<file path="config.mk">
export PLATFORM = sky130hd
export DESIGN_NAME = keyed_wdog
export DESIGN_NICKNAME = d
export VERILOG_FILES = /design/src/rtl/wdk_pkg.sv /design/src/rtl/wdk_tick.sv /design/src/rtl/wdk_count.sv /design/src/rtl/wdk_pulse.sv /design/src/rtl/keyed_wdog.sv
export SDC_FILE = /design/constraint.sdc
export NUM_CORES = 1
export LEC_CHECK = 0
export ABC_AREA = 1
export BUFFER_PORTS_ARGS = -buffer_cell sky130_fd_sc_hd__buf_2
export CORE_UTILIZATION = 31
export CTS_CLUSTER_SIZE = 16
export DETAILED_ROUTE_END_ITERATION = 8
export PLACE_DENSITY = 0.51
export SYNTH_ARGS = -nofsm -noshare
export SYNTH_HDL_FRONTEND = slang
export SYNTH_SLANG_ARGS = --single-unit
</file>
<file path="constraint.sdc">
create_clock -name clk -period 1.6 [get_ports clk]
set_input_delay 0.08 -clock clk [delete_from_list [all_inputs] [get_ports clk]]
set_output_delay 0.08 -clock clk [all_outputs]
set_load 0.03 [all_outputs]
</file>
<file path="src/rtl/wdk_pkg.sv">
package wdk_pkg;
  localparam int unsigned DATA_W = 32;
  localparam int unsigned PW_W   = 20;
  localparam int unsigned CTL_W  = 7;

  // word indices (byte offset / 4)
  localparam logic [2:0] W_COUNT  = 3'd0;
  localparam logic [2:0] W_RELOAD = 3'd1;
  localparam logic [2:0] W_KICK   = 3'd2;
  localparam logic [2:0] W_CTRL   = 3'd3;
  localparam logic [2:0] W_PULSE  = 3'd6;
  localparam logic [2:0] W_MASK   = 3'd7;

  localparam int unsigned C_EN  = 0;
  localparam int unsigned C_RST = 1;
  localparam int unsigned C_US  = 4;

  localparam logic [15:0]       KICK_KEY    = 16'h4755;
  localparam logic [DATA_W-1:0] INIT_COUNT  = 32'h03EF1480;
  localparam logic [DATA_W-1:0] INIT_PULSE  = 32'h000000FF;

  function automatic logic key_matches(input logic [DATA_W-1:0] d);
    return d[15:0] == KICK_KEY;
  endfunction

  function automatic logic ctrl_takes(input logic cur_en, input logic [DATA_W-1:0] d);
    return d[C_EN] != cur_en;
  endfunction

  function automatic logic [DATA_W-1:0] pulse_merge(input logic [DATA_W-1:0] old,
                                                    input logic [DATA_W-1:0] d);
    logic [DATA_W-1:0] n;
    n = old;
    case (d[31:24])
      8'hA5: n[31] = 1'b1;
      8'h5A: n[31] = 1'b0;
      8'hA8: n[30] = 1'b1;
      8'h8A: n[30] = 1'b0;
      default: ;
    endcase
    n[PW_W-1:0] = d[PW_W-1:0];
    return n;
  endfunction
endpackage

</file>
<file path="src/rtl/wdk_tick.sv">
module wdk_tick #(
  parameter int unsigned PRESCALE = 24
) (
  input  logic clk,
  input  logic rst_n,
  input  logic clr,
  input  logic run,
  input  logic sel_us,
  output logic tick_o
);
  generate
    if (PRESCALE <= 1) begin : g_flat
      assign tick_o = run;
    end else begin : g_pre
      localparam int unsigned PW = $clog2(PRESCALE);
      localparam logic [PW-1:0] LAST = PW'(PRESCALE - 1);
      logic [PW-1:0] pre_q;
      logic          wrap;
      assign wrap   = (pre_q == LAST);
      assign tick_o = run && (!sel_us || wrap);

      always_ff @(posedge clk or negedge rst_n) begin
        if (!rst_n)              pre_q <= '0;
        else if (clr)            pre_q <= '0;
        else if (run && sel_us)  pre_q <= wrap ? '0 : pre_q + 1'b1;
      end


      us_gap_chk: assert property (@(posedge clk) disable iff (!rst_n)
        (sel_us && tick_o) |=> !tick_o);
    end
  endgenerate
endmodule

</file>
<file path="src/rtl/wdk_count.sv">
module wdk_count #(
  parameter int unsigned CW = 32,
  parameter logic [CW-1:0] INIT = '0
) (
  input  logic          clk,
  input  logic          rst_n,
  input  logic          load,
  input  logic          go,
  input  logic [CW-1:0] load_val,
  input  logic          stop,
  input  logic          tick,
  output logic [CW-1:0] count_o,
  output logic          running_o,
  output logic          expire_o
);
  logic [CW-1:0] cnt_q;
  logic          run_q;

  assign expire_o  = tick && run_q && !load && !stop && (cnt_q <= CW'(1));
  assign count_o   = cnt_q;
  assign running_o = run_q;

  always_ff @(posedge clk or negedge rst_n) begin
    if (!rst_n) begin
      cnt_q <= INIT;
      run_q <= 1'b0;
    end else if (load) begin
      cnt_q <= load_val;
      run_q <= go;
    end else if (stop) begin
      run_q <= 1'b0;
    end else if (expire_o) begin
      cnt_q <= '0;
      run_q <= 1'b0;
    end else if (tick && run_q) begin
      cnt_q <= cnt_q - 1'b1;
    end
  end


  expire_stop_chk: assert property (@(posedge clk) disable iff (!rst_n)
    expire_o |=> (cnt_q == '0 && !run_q));

  idle_hold_chk: assert property (@(posedge clk) disable iff (!rst_n)
    (!run_q && !load) |=> $stable(cnt_q));
endmodule

</file>
<file path="src/rtl/wdk_pulse.sv">
module wdk_pulse #(
  parameter int unsigned WW = 20
) (
  input  logic          clk,
  input  logic          rst_n,
  input  logic          start,
  input  logic [WW-1:0] width,
  output logic          active_o
);
  logic [WW-1:0] left_q;
  assign active_o = (left_q != '0);

  always_ff @(posedge clk or negedge rst_n) begin
    if (!rst_n)         left_q <= '0;
    else if (start)     left_q <= width;
    else if (active_o)  left_q <= left_q - 1'b1;
  end


  start_on_chk: assert property (@(posedge clk) disable iff (!rst_n)
    (start && width != '0) |=> active_o);
endmodule

</file>
<file path="src/rtl/keyed_wdog.sv">
module keyed_wdog
  import wdk_pkg::*;
#(
  parameter int unsigned PRESCALE = 24,
  parameter int unsigned ADDR_W   = 5
) (
  input  logic              clk,
  input  logic              rst_n,
  input  logic              bus_wr,
  input  logic              bus_rd,
  input  logic [ADDR_W-1:0] bus_addr,
  input  logic [31:0]       bus_wdata,
  output logic [31:0]       bus_rdata,
  input  logic              inhibit,
  output logic              rst_out,
  output logic              rst_oe
);
  localparam int unsigned IW = ADDR_W - 2;

  logic [DATA_W-1:0] reload_q, pulse_q, mask_q;
  logic [CTL_W-1:0]  ctrl_q;
  logic [IW-1:0]     widx;
  logic              acc_ok;
  logic [2:0]        w3;
  logic wr_reload, wr_kick, wr_ctrl, wr_pulse, wr_mask;
  logic kick_go, ctrl_apply, en_rise, en_fall;
  logic tick, running, expire, pulse_start, pulse_on;
  logic [DATA_W-1:0] count;

  assign widx   = bus_addr[ADDR_W-1:2];
  assign acc_ok = (bus_addr[1:0] == 2'b00) && (int'(widx) < 8);
  assign w3     = widx[2:0];

  assign wr_reload = bus_wr && acc_ok && (w3 == W_RELOAD);
  assign wr_kick   = bus_wr && acc_ok && (w3 == W_KICK);
  assign wr_ctrl   = bus_wr && acc_ok && (w3 == W_CTRL);
  assign wr_pulse  = bus_wr && acc_ok && (w3 == W_PULSE);
  assign wr_mask   = bus_wr && acc_ok && (w3 == W_MASK);

  assign kick_go    = wr_kick && key_matches(bus_wdata);
  assign ctrl_apply = wr_ctrl && ctrl_takes(ctrl_q[C_EN], bus_wdata);
  assign en_rise    = ctrl_apply &&  bus_wdata[C_EN];
  assign en_fall    = ctrl_apply && !bus_wdata[C_EN];

  always_ff @(posedge clk or negedge rst_n) begin
    if (!rst_n) begin
      reload_q <= INIT_COUNT;
      pulse_q  <= INIT_PULSE;
      mask_q   <= '0;
      ctrl_q   <= '0;
    end else begin
      if (wr_reload) reload_q <= bus_wdata;
      if (wr_pulse)  pulse_q  <= pulse_merge(pulse_q, bus_wdata);
      if (wr_mask)   mask_q   <= bus_wdata;
      if (ctrl_apply)              ctrl_q <= bus_wdata[CTL_W-1:0];
      else if (expire && inhibit)  ctrl_q <= '0;
    end
  end

  wdk_tick #(.PRESCALE(PRESCALE)) u_tick (
    .clk(clk), .rst_n(rst_n), .clr(kick_go || en_rise), .run(running),
    .sel_us(ctrl_q[C_US]), .tick_o(tick)
  );

  wdk_count #(.CW(DATA_W), .INIT(INIT_COUNT)) u_count (
    .clk(clk), .rst_n(rst_n), .load(kick_go || en_rise),
    .go(en_rise || ctrl_q[C_EN]), .load_val(reload_q), .stop(en_fall),
    .tick(tick), .count_o(count), .running_o(running), .expire_o(expire)
  );

  assign pulse_start = expire && !inhibit && ctrl_q[C_RST];

  wdk_pulse #(.WW(PW_W)) u_pulse (
    .clk(clk), .rst_n(rst_n), .start(pulse_start),
    .width(pulse_q[PW_W-1:0]), .active_o(pulse_on)
  );

  assign rst_out = pulse_on ? pulse_q[31] : !pulse_q[31];
  assign rst_oe  = pulse_q[30] || pulse_on;

  always_comb begin
    bus_rdata = '0;
    if (bus_rd && acc_ok) begin
      case (w3)
        W_COUNT:  bus_rdata = count;
        W_RELOAD: bus_rdata = reload_q;
        W_CTRL:   bus_rdata = {{(DATA_W-CTL_W){1'b0}}, ctrl_q};
        W_PULSE:  bus_rdata = pulse_q;
        W_MASK:   bus_rdata = mask_q;
        default:  bus_rdata = '0;
      endcase
    end
  end


  inhibit_clear_chk: assert property (@(posedge clk) disable iff (!rst_n)
    (expire && inhibit) |=> (ctrl_q == '0 && !pulse_on));

  pulse_cfg_hold_chk: assert property (@(posedge clk) disable iff (!rst_n)
    !wr_pulse |=> $stable(pulse_q));

  pulse_cause_chk: assert property (@(posedge clk) disable iff (!rst_n)
    $rose(pulse_on) |-> $past(expire && !inhibit));

  ctrl_drop_chk: assert property (@(posedge clk) disable iff (!rst_n)
    (wr_ctrl && bus_wdata[C_EN] == ctrl_q[C_EN] && !(expire && inhibit)) |=> $stable(ctrl_q));
endmodule

</file>
# After elaboration in Yosys (flattened, before gate mapping)
# Cells that the tools add are included.
# totals
word_cells	89
out_inout_bits	34
memories	0
latch_bits	0
mem_bits_rw	0
mem_bits_ro	0
in_bits	42
reg_bits	151
# classes
n_eq_ne	13
reduce_logical	43
mul	0
div_mod_pow	0
n_addsub	3
mux	19
magnitude_cmp	1
shifts	0
bitwise_logic	0
# op_table
op	n
two-way mux 32 bit	5
case mux 32 bit (5 select lines)	1
two-way mux 20 bit	2
<= comparator 32 x 1 -> 1 bit (second input constant)	1
subtractor 32 x 1 -> 32 bit (second input constant)	1
equality test 8 bit (second input constant)	3
logical AND 1 bit	20
nonzero test 20 bit	1
subtractor 20 x 1 -> 20 bit (second input constant)	1
equality test 16 x 15 -> 1 bit (second input constant)	1
two-way mux 5 bit	3
two-way mux 7 bit	2
nonzero test 2 bit	5
equality test 8 x 7 -> 1 bit (second input constant)	1
equality test 3 x 2 -> 1 bit (second input constant)	2
equality test 3 bit (second input constant)	2
zero test 1 bit	6
AND reduction 2 bit	3
nonzero test 3 bit	2
adder 5 x 1 -> 5 bit (second input constant)	1
equality test 5 bit (second input constant)	1
logical OR 1 bit	4
two-way mux 1 bit	4
case mux 1 bit (2 select lines)	2
other kinds (5)	5

# Depth between registers and ports, before layout
# Gate-level depths: netlist (run 1).
# logic_depth
word_depth	13
mapped_depth	13
mapped_depth_nobuf	12

# Cells and area by module
# Synthesis (run 1) repeated with hierarchy kept, for this count alone.
# hier_totals
cells_unflattened	1275
area_unflattened_um2	9001.1
# modules_own_cells
module	seq_area_each_um2	cells_per_inst	area_per_inst_um2	instances
keyed_wdog	2352.3	656	4767.1	1
wdk_count	840.8	368	2499.9	1
wdk_pulse	500.5	208	1436.4	1
wdk_tick	125.1	43	297.8	1

# Least setup slack after synthesis (run 1)
# OpenSTA, ideal clock, no wires.
# synth_path
path_kind	register -> output
from	reg u_pulse.left_q[0]
to	out rst_out
setup_slack_ns	-0.310
required_ns	1.520
stages_incl_launch_ff	9
n_path_buf	0
arrival_time_ns	1.830
cell_sequence	dfrtp_1 inv_1 ha_1 nand3_2 nor2_2 nand3_2 nor2_2 nand3_2 xnor2_1
# synth_via
elab_chain_cells	2
# synth_lines
item	line_no	text
start, declared	wdk_pulse.sv:10	logic [WW-1:0] left_q;
start signal, assigned	wdk_pulse.sv:15	else if (start) left_q <= width;
start signal, assigned	wdk_pulse.sv:16	else if (active_o) left_q <= left_q - 1'b1;
nonzero test 20 bit	wdk_pulse.sv:11	assign active_o = (left_q != '0);
two-way mux 1 bit	keyed_wdog.sv:78	assign rst_out = pulse_on ? pulse_q[31] : !pulse_q[31];
end, declared	keyed_wdog.sv:15	output logic rst_out,
# No other way between the ends.

# Final worst setup path (run 1)
# layout_path
from	reg u_pulse.left_q[1]
to	out rst_out
# Same word-level chain as after synthesis.

==> results of run 1 <==
==> power breakdown <==
group / internal [uW] / switching, uW
Combinational: 4280 / 4310
Clock: 2500 / 1710
Sequential: 4840 / 767
==> cells in the mapped netlist <==
master | count | area [um2]
a31oi_1 | 6 | 37.5
clkinv_1 | 2 | 7.51
a221oi_1 | 21 | 184
or2_2 | 3 | 18.8
or2_0 | 1 | 6.26
inv_4 | 1 | 6.26
o32ai_1 | 1 | 8.76
buf_2 | 4 | 20.0
nand3_4 | 1 | 17.5
ha_1 | 4 | 50.1
o211ai_1 | 2 | 15.0
buf_8 | 1 | 15.0
buf_4 | 3 | 22.5
nor3_1 | 11 | 55.1
a21oi_1 | 13 | 65.1
inv_1 | 100 | 375
xor2_1 | 26 | 228
o21ai_2 | 16 | 140
dfrtp_1 | 119 | 2980
xnor2_1 | 14 | 123
buf_6 | 3 | 33.8
nand3_1 | 37 | 185
o32a_1 | 1 | 10.0
o221ai_1 | 1 | 8.76
nand3b_1 | 2 | 15.0
a41oi_1 | 1 | 8.76
nor4_1 | 4 | 25.0
nand2_4 | 2 | 22.5
nor2_1 | 100 | 375
buf_12 | 1 | 20.0
a22oi_1 | 38 | 285
dfstp_2 | 32 | 841
nand4_1 | 19 | 119
nor2_2 | 7 | 43.8
nand4_2 | 1 | 12.5
nand3_2 | 6 | 60.1
inv_2 | 6 | 22.5
nand2_1 | 247 | 927
nor2_4 | 5 | 56.3
a21boi_0 | 1 | 7.51
o21ai_0 | 116 | 581
o21ai_1 | 11 | 55.1
nand2_2 | 6 | 37.5
clkbuf_1 | 29 | 109
o22ai_1 | 5 | 31.3
==> cells in the final DEF (no fill, tap or decap), types with 14 or more instances in the layout <==
cell type      count
dfrtp_1          119
o21ai_0           92
inv_4             14
buf_2             42
nor2_4            18
nand4_1           19
clkbuf_16         18
nand3_1           23
nand2_1          228
buf_6             57
o21ai_2           31
dfstp_2           32
nand2_2           16
nand3_2           15
nor2_1            76
nor2_2            18
buf_12            19
buf_4            188
inv_2             19
a221oi_2          20
a22oi_2           34
dlygate4sd3_1     26
xor2_1            26
inv_1             70
==> cell families (layout without fill, tap and decap cells) <==
group                      Yosys count  after routing
xor gates and xnor gates            40             40
buffers and inverters              150            478
AOI/OAI and AO/OA                  233            233
DFF                                151            151
and+or+nand+nor                    452            452
adders and majority gates            4              4
==> layout make-up <==
type | count | area (um2) | share of cell area (%)
clock inverters | 11 | 149 | 1.14
inverters | 109 | 467 | 3.56
repair buffers | 337 | 3010 | 23.0
multi-input cells | 729 | 4780 | 36.5
clock buffers | 21 | 450 | 3.44
well taps | 335 | 419 | 3.20
flip-flops and latches | 151 | 3820 | 29.1
==> worst max-delay path by stage <==
stage | startpoint | cells past startpoint | endpoint | slack (ps)
finish | u_pulse.left_q[1]$_DFFE_PN0P_ | 9 | rst_out | -440
global route | u_pulse.left_q[0]$_DFFE_PN0P_ | 9 | rst_out | -540
CTS | u_pulse.left_q[1]$_DFFE_PN0P_ | 9 | rst_out | -470
detailed placement | u_count.count_o[1]$_DFFE_PN0P_ | 12 | ctrl_q[1]$_DFFE_PN0P_ | -320
global placement | u_count.count_o[1]$_DFFE_PN0P_ | 12 | ctrl_q[6]$_DFFE_PN0P_ | -270
floorplan | u_count.count_o[0]$_DFFE_PN0P_ | 10 | u_pulse.left_q[14]$_DFFE_PN0P_ | -60
==> per-layer routing <==
metal / global-route usage [%] / vias to the layer above / wire (um)
li1: - / 4078 / -
met1: 29.8 / 4092 / 13400
met2: 36.9 / 206 / 13800
met3: 2.90 / 40 / 1220
met4: 7.51 / 0 / 618
met5: 0 / - / 0
==> state kept, by name (all words and copies together) (netlist names) <==
register,flops
pulse_q,22
reload_q,32
mask_q,32
u_tick.g_pre.pre_q,5
u_count.count_o,32
ctrl_q,7
u_pulse.left_q,20
u_count.running_o,1
==> stage by stage <==
step                cell area, um2  worst slack [ps]
finish                       13100              -440
global route                 13100              -539
CTS                          12600              -468
detailed placement           10400              -318
global placement             10400              -269
floorplan                     8320             -60.7
==> worst max-delay path, stage by stage (launching register included) <==
cell	delay (ps)
dfrtp_1	390
inv_2	70
ha_4	140
nand3_4	80
nor2_4	130
nand3_2	110
nor2_4	130
nand3_4	120
xnor2_4	180
buf_6	150
==> timing repair <==
action	CTS	global route
gates resized for setup	285	81
cloned	3	1
buffers inserted	42	32
endpoints found under the hold margin	172	0
endpoints found under the setup margin	90	94
hold buffers	26	0
pin swaps	77	66
==> metrics.txt, run 1 <==
outcome=complete, but fails checks; # H-tree levels=4; Synth cell types=45; Max clock buf depth=2; diode count=0; Post-Syn Area=8270 um2; failing checks=DRC, setup timing; crit-path max FO=3; min-delay worst type=in2reg; VDD IR-drop max=0.000638 V; Num CTS Buffers=17; min-delay src=bus_wdata[26]; post-synthesis mux area share=0%; GRT Total Usage=22.3%; CTS tree=yes; clock sinks=151; main combinational cell family by area after synthesis=simple AND/OR/NAND/NOR gates; largest net degree at the start of global routing=65; worst r2r dst=u_count.count_o[26]$_DFFE_PN0P_; power per cell area=1410 nW/um2; GP Congestion=0.910; IO Count=76; Row Count=59; Tightest Pin Transition=636 ps; Fin Clk Skew=9.50 ps; Pwr Total=18400 uW; reg2reg setup slack=-240 ps; max_slew headroom=57.5%; Worst setup EP type=primary output; Worst Setup Slack, final=-440 ps; layout cell share with drive strength beyond 1=44.8%; area grow syn2layout=58.5%; final core utilization=50.1%; Post-Synth Adder-Cell Area=0.606%; initial DRC count=491; YS warnings=0; WL/cell=17.2 um; Max Fclk=0.490 GHz; crit path kind=reg2out; WL final=29.1 mm; Synth Area in Compound Gates=17.4%; final hold vios=0; crit path time final=2040 ps; Slew Viols, Final=0; Core Box Area=26100 um2; R2R depth=12; Leak Pwr=0.00599 uW; max cap viols=0; register area share after synthesis=46.2%; Detailed Place HPWL=20.5 mm; TritonRoute pass-1 iters=7; Die Y-Extent=165 um; final cell count without fillers=1693; xor-xnor portion of the synthesized cell area=4.24%; Setup crit start kind=register; CP Data Required Time=1520 ps; clk slew on worst S/H paths=60 ps; Initial Utilization=31.6%; Final nets=1391; Post-Syn Area per Cell=8.02 um2; filler cell count=2473; Die ar.=27300 um2; drt drc=14; Clk Latency, worst-skew pair=430 ps; Net Count, Synth=1076; worst hold margin=11.5 ps; setup_tns=-11790 ps; worst hold stages=3; antenna violations before repair=0; vias=8416; Placed Cells incl. Taps=1569; Final Cycle Share=127%; Synth Area in Simple Gates=23.9%; IO buf count=75; gr ovfl total=0; Yosys reg bits=151; number of global-route vias before repair=8412; r2r startpoint=u_tick.g_pre.pre_q[1]$_DFFE_PN0P_; antenna viol nets, final=0; Critical Path AT=1960 ps; CTS root buffer=clkbuf_16; global-route wire length before repair=46.0 mm; final setup fails=78; Hold Path Sink=mask_q[26]$_DFFE_PN0P_; routed vias/inst=4.97; RSZ-0062 raised after global routing=yes; Syn Inst Count=1030; Horiz. Die Dim=165 um
Note: power is estimated with default switching activity, not from simulation.
==> inputs of run 2 (changes only) <==
Settings changed: CORE_UTILIZATION 31 to 40, PLACE_DENSITY 0.51 to 0.62, SETUP_SLACK_MARGIN set to 0.05.
==> run 2 against run 1 <==
Effect of this change:
- the flow finishes with violations (setup timing)
- power down 0.35%
- sequential power about the same
- non-clock buffer count up 1
- register-to-register slack about the same
- critical path depth unchanged
- via count up 3.8%
- core utilization up 14 points
- combinational power up 2%
- critical endpoint unchanged
- largest cell class unchanged
==> metrics.txt, run 2 (same netlist as run 1, synthesis figures left out) <==
Pwr Total=18400 uW (-0.35%); Setup crit start kind=register; largest net degree at the start of global routing=65 (unchanged); gr ovfl total=0 (unchanged); Final Cycle Share=127% (-0.29 points); antenna viol nets, final=0 (unchanged); Critical Path AT=1960 ps (about the same); area grow syn2layout=56.9%; vias=8733 (+3.8%); min-delay worst type=in2reg; setup_tns=-12530 ps (-737 ps); crit path kind=reg2out; clock sinks=151 (unchanged); Max clock buf depth=2 (unchanged); worst hold margin=19.6 ps (+8.06 ps); Horiz. Die Dim=146 um (-12%); Final nets=1393 (+0.14%); power per cell area=1410 nW/um2 (+0.64%); RSZ-0062 raised after global routing=yes; CP Data Required Time=1520 ps (about the same); global-route wire length before repair=46.5 mm (+1.0%); Worst setup EP type=primary output; VDD IR-drop max=0.00109 V (+71%); Tightest Pin Transition=547 ps (-89.4 ps); layout cell share with drive strength beyond 1=45.4% (+0.60 points); IO buf count=75 (unchanged); Clk Latency, worst-skew pair=430 ps (about the same); GP Congestion=0.906 (-0.48%); Num CTS Buffers=17 (unchanged); final setup fails=79 (+1.3%); Core Box Area=20200 um2 (-23%); failing checks=setup timing; Worst Setup Slack, final=-435 ps (+4.59 ps); max cap viols=0 (unchanged); Max Fclk=0.491 GHz (+0.23%); diode count=0 (unchanged); # H-tree levels=4 (unchanged); Die ar.=21200 um2 (-22%); Fin Clk Skew=7.13 ps (-2.37 ps); Die Y-Extent=146 um (-12%); most frequent cells in the layout=nand2_1 (232), buf_4 (188), dfrtp_1 (117); number of global-route vias before repair=8760 (+4.1%); Initial Utilization=40.8% (+9.2 points); Detailed Place HPWL=18.9 mm (-7.7%); max_slew headroom=63.5% (+6.0 points); most common cell after layout, fill and taps aside=nand2_1; WL final=29.3 mm (+0.73%); Row Count=52 (-12%); routed vias/inst=5.36 (+7.8%); antenna violations before repair=0 (unchanged); drt drc=0 (-14); outcome=complete, but fails checks; Slew Viols, Final=0 (unchanged); CTS tree=yes; GRT Total Usage=28.1% (+5.9 points); IO Count=76 (unchanged); crit-path max FO=3 (unchanged); DP Worst Slack=-262 ps (+56.4 ps); initial DRC count=767 (+56%); final core utilization=64.1% (+14 points); CTS root buffer=clkbuf_16; Leak Pwr=0.00596 uW (-0.45%); crit path time final=2040 ps (-4.59 ps); clk slew on worst S/H paths=60 ps (about the same); WL/cell=18.0 um (+4.6%); final hold vios=0 (unchanged); TritonRoute pass-1 iters=5 (-2)
## run 2: cell count changes in the layout (fill, tap and decap cells not counted), moves of 3 or more
cell / previous run / this run
buf_12: 19 / 14
nor2_1: 76 / 70
nor2_4: 18 / 22
xor2_2: 0 / 3
xor2_1: 26 / 23
buf_6: 57 / 63
inv_2: 19 / 23
clkbuf_1: 3 / 6
nand2_1: 228 / 232
nand2_2: 16 / 11
## run 2: path summary, 6_finish.rpt
kind                                                    from                         endpoint  slack (ps)  cells after the start
hold / removal                                  bus_wdata[1]           pulse_q[1]$_DFFE_PN1P_          20                      3
max in group asynchronous                              rst_n           pulse_q[7]$_DFFE_PN1P_         800                      3
setup / recovery               u_pulse.left_q[1]$_DFFE_PN0P_                          rst_out        -440                      9
min in group asynchronous                              rst_n           mask_q[17]$_DFFE_PN0P_         140                      2
hold reg to reg                       mask_q[29]$_DFFE_PN0P_           mask_q[29]$_DFFE_PN0P_         490                      2
setup reg to reg           u_tick.g_pre.pre_q[1]$_DFFE_PN0P_  u_count.count_o[15]$_DFFE_PN0P_        -240                     11
## run 2: stage by stage
stage          instances  area (um2)
3_5_place_dp        1500       10300
5_1_grt             1630       13000
4_1_cts             1611       12400
6_report            1630       13000
2_1_floorplan       1030        8360
3_3_place_gp        1500       10300
## run 2: area by class of cell
cell class | count | area [um2]
Fill cell | 1616 | 7260
Multi-Input combinational cell | 730 | 4840
Sequential cell | 151 | 3820
Timing Repair Buffer | 338 | 2960
Inverter | 109 | 462
Clock buffer | 23 | 448
Tap cell | 270 | 338
Clock inverter | 9 | 104
## run 2: timing repair
item	in CTS	in global routing
hold endpoints to repair	175	0
hold buffers	26	0
pin swaps	79	69
cloned	2	2
endpoints found under the setup margin	92	97
buffers inserted	52	18
gates resized for setup	270	95
## run 2: per-layer routing
metal,vias up,routed length (um),global-route usage (%)
li1,4069,-,-
met1,4320,12700,37.7
met2,282,14300,46.4
met3,62,1460,4.14
met4,0,753,9.95
met5,-,0,0
## run 2: report_power, final
group	internal [uW]	switching, uW
Clock	2290	1640
Sequential	4850	788
Combinational	4290	4490
## run 2: critical path, stage by stage, from the launching register on
cell	delay, ps
dfrtp_1	390
inv_2	70
ha_4	140
nand3_4	90
nor2_4	120
nand3_2	110
nor2_4	170
nand3_4	130
xnor2_2	160
buf_6	150
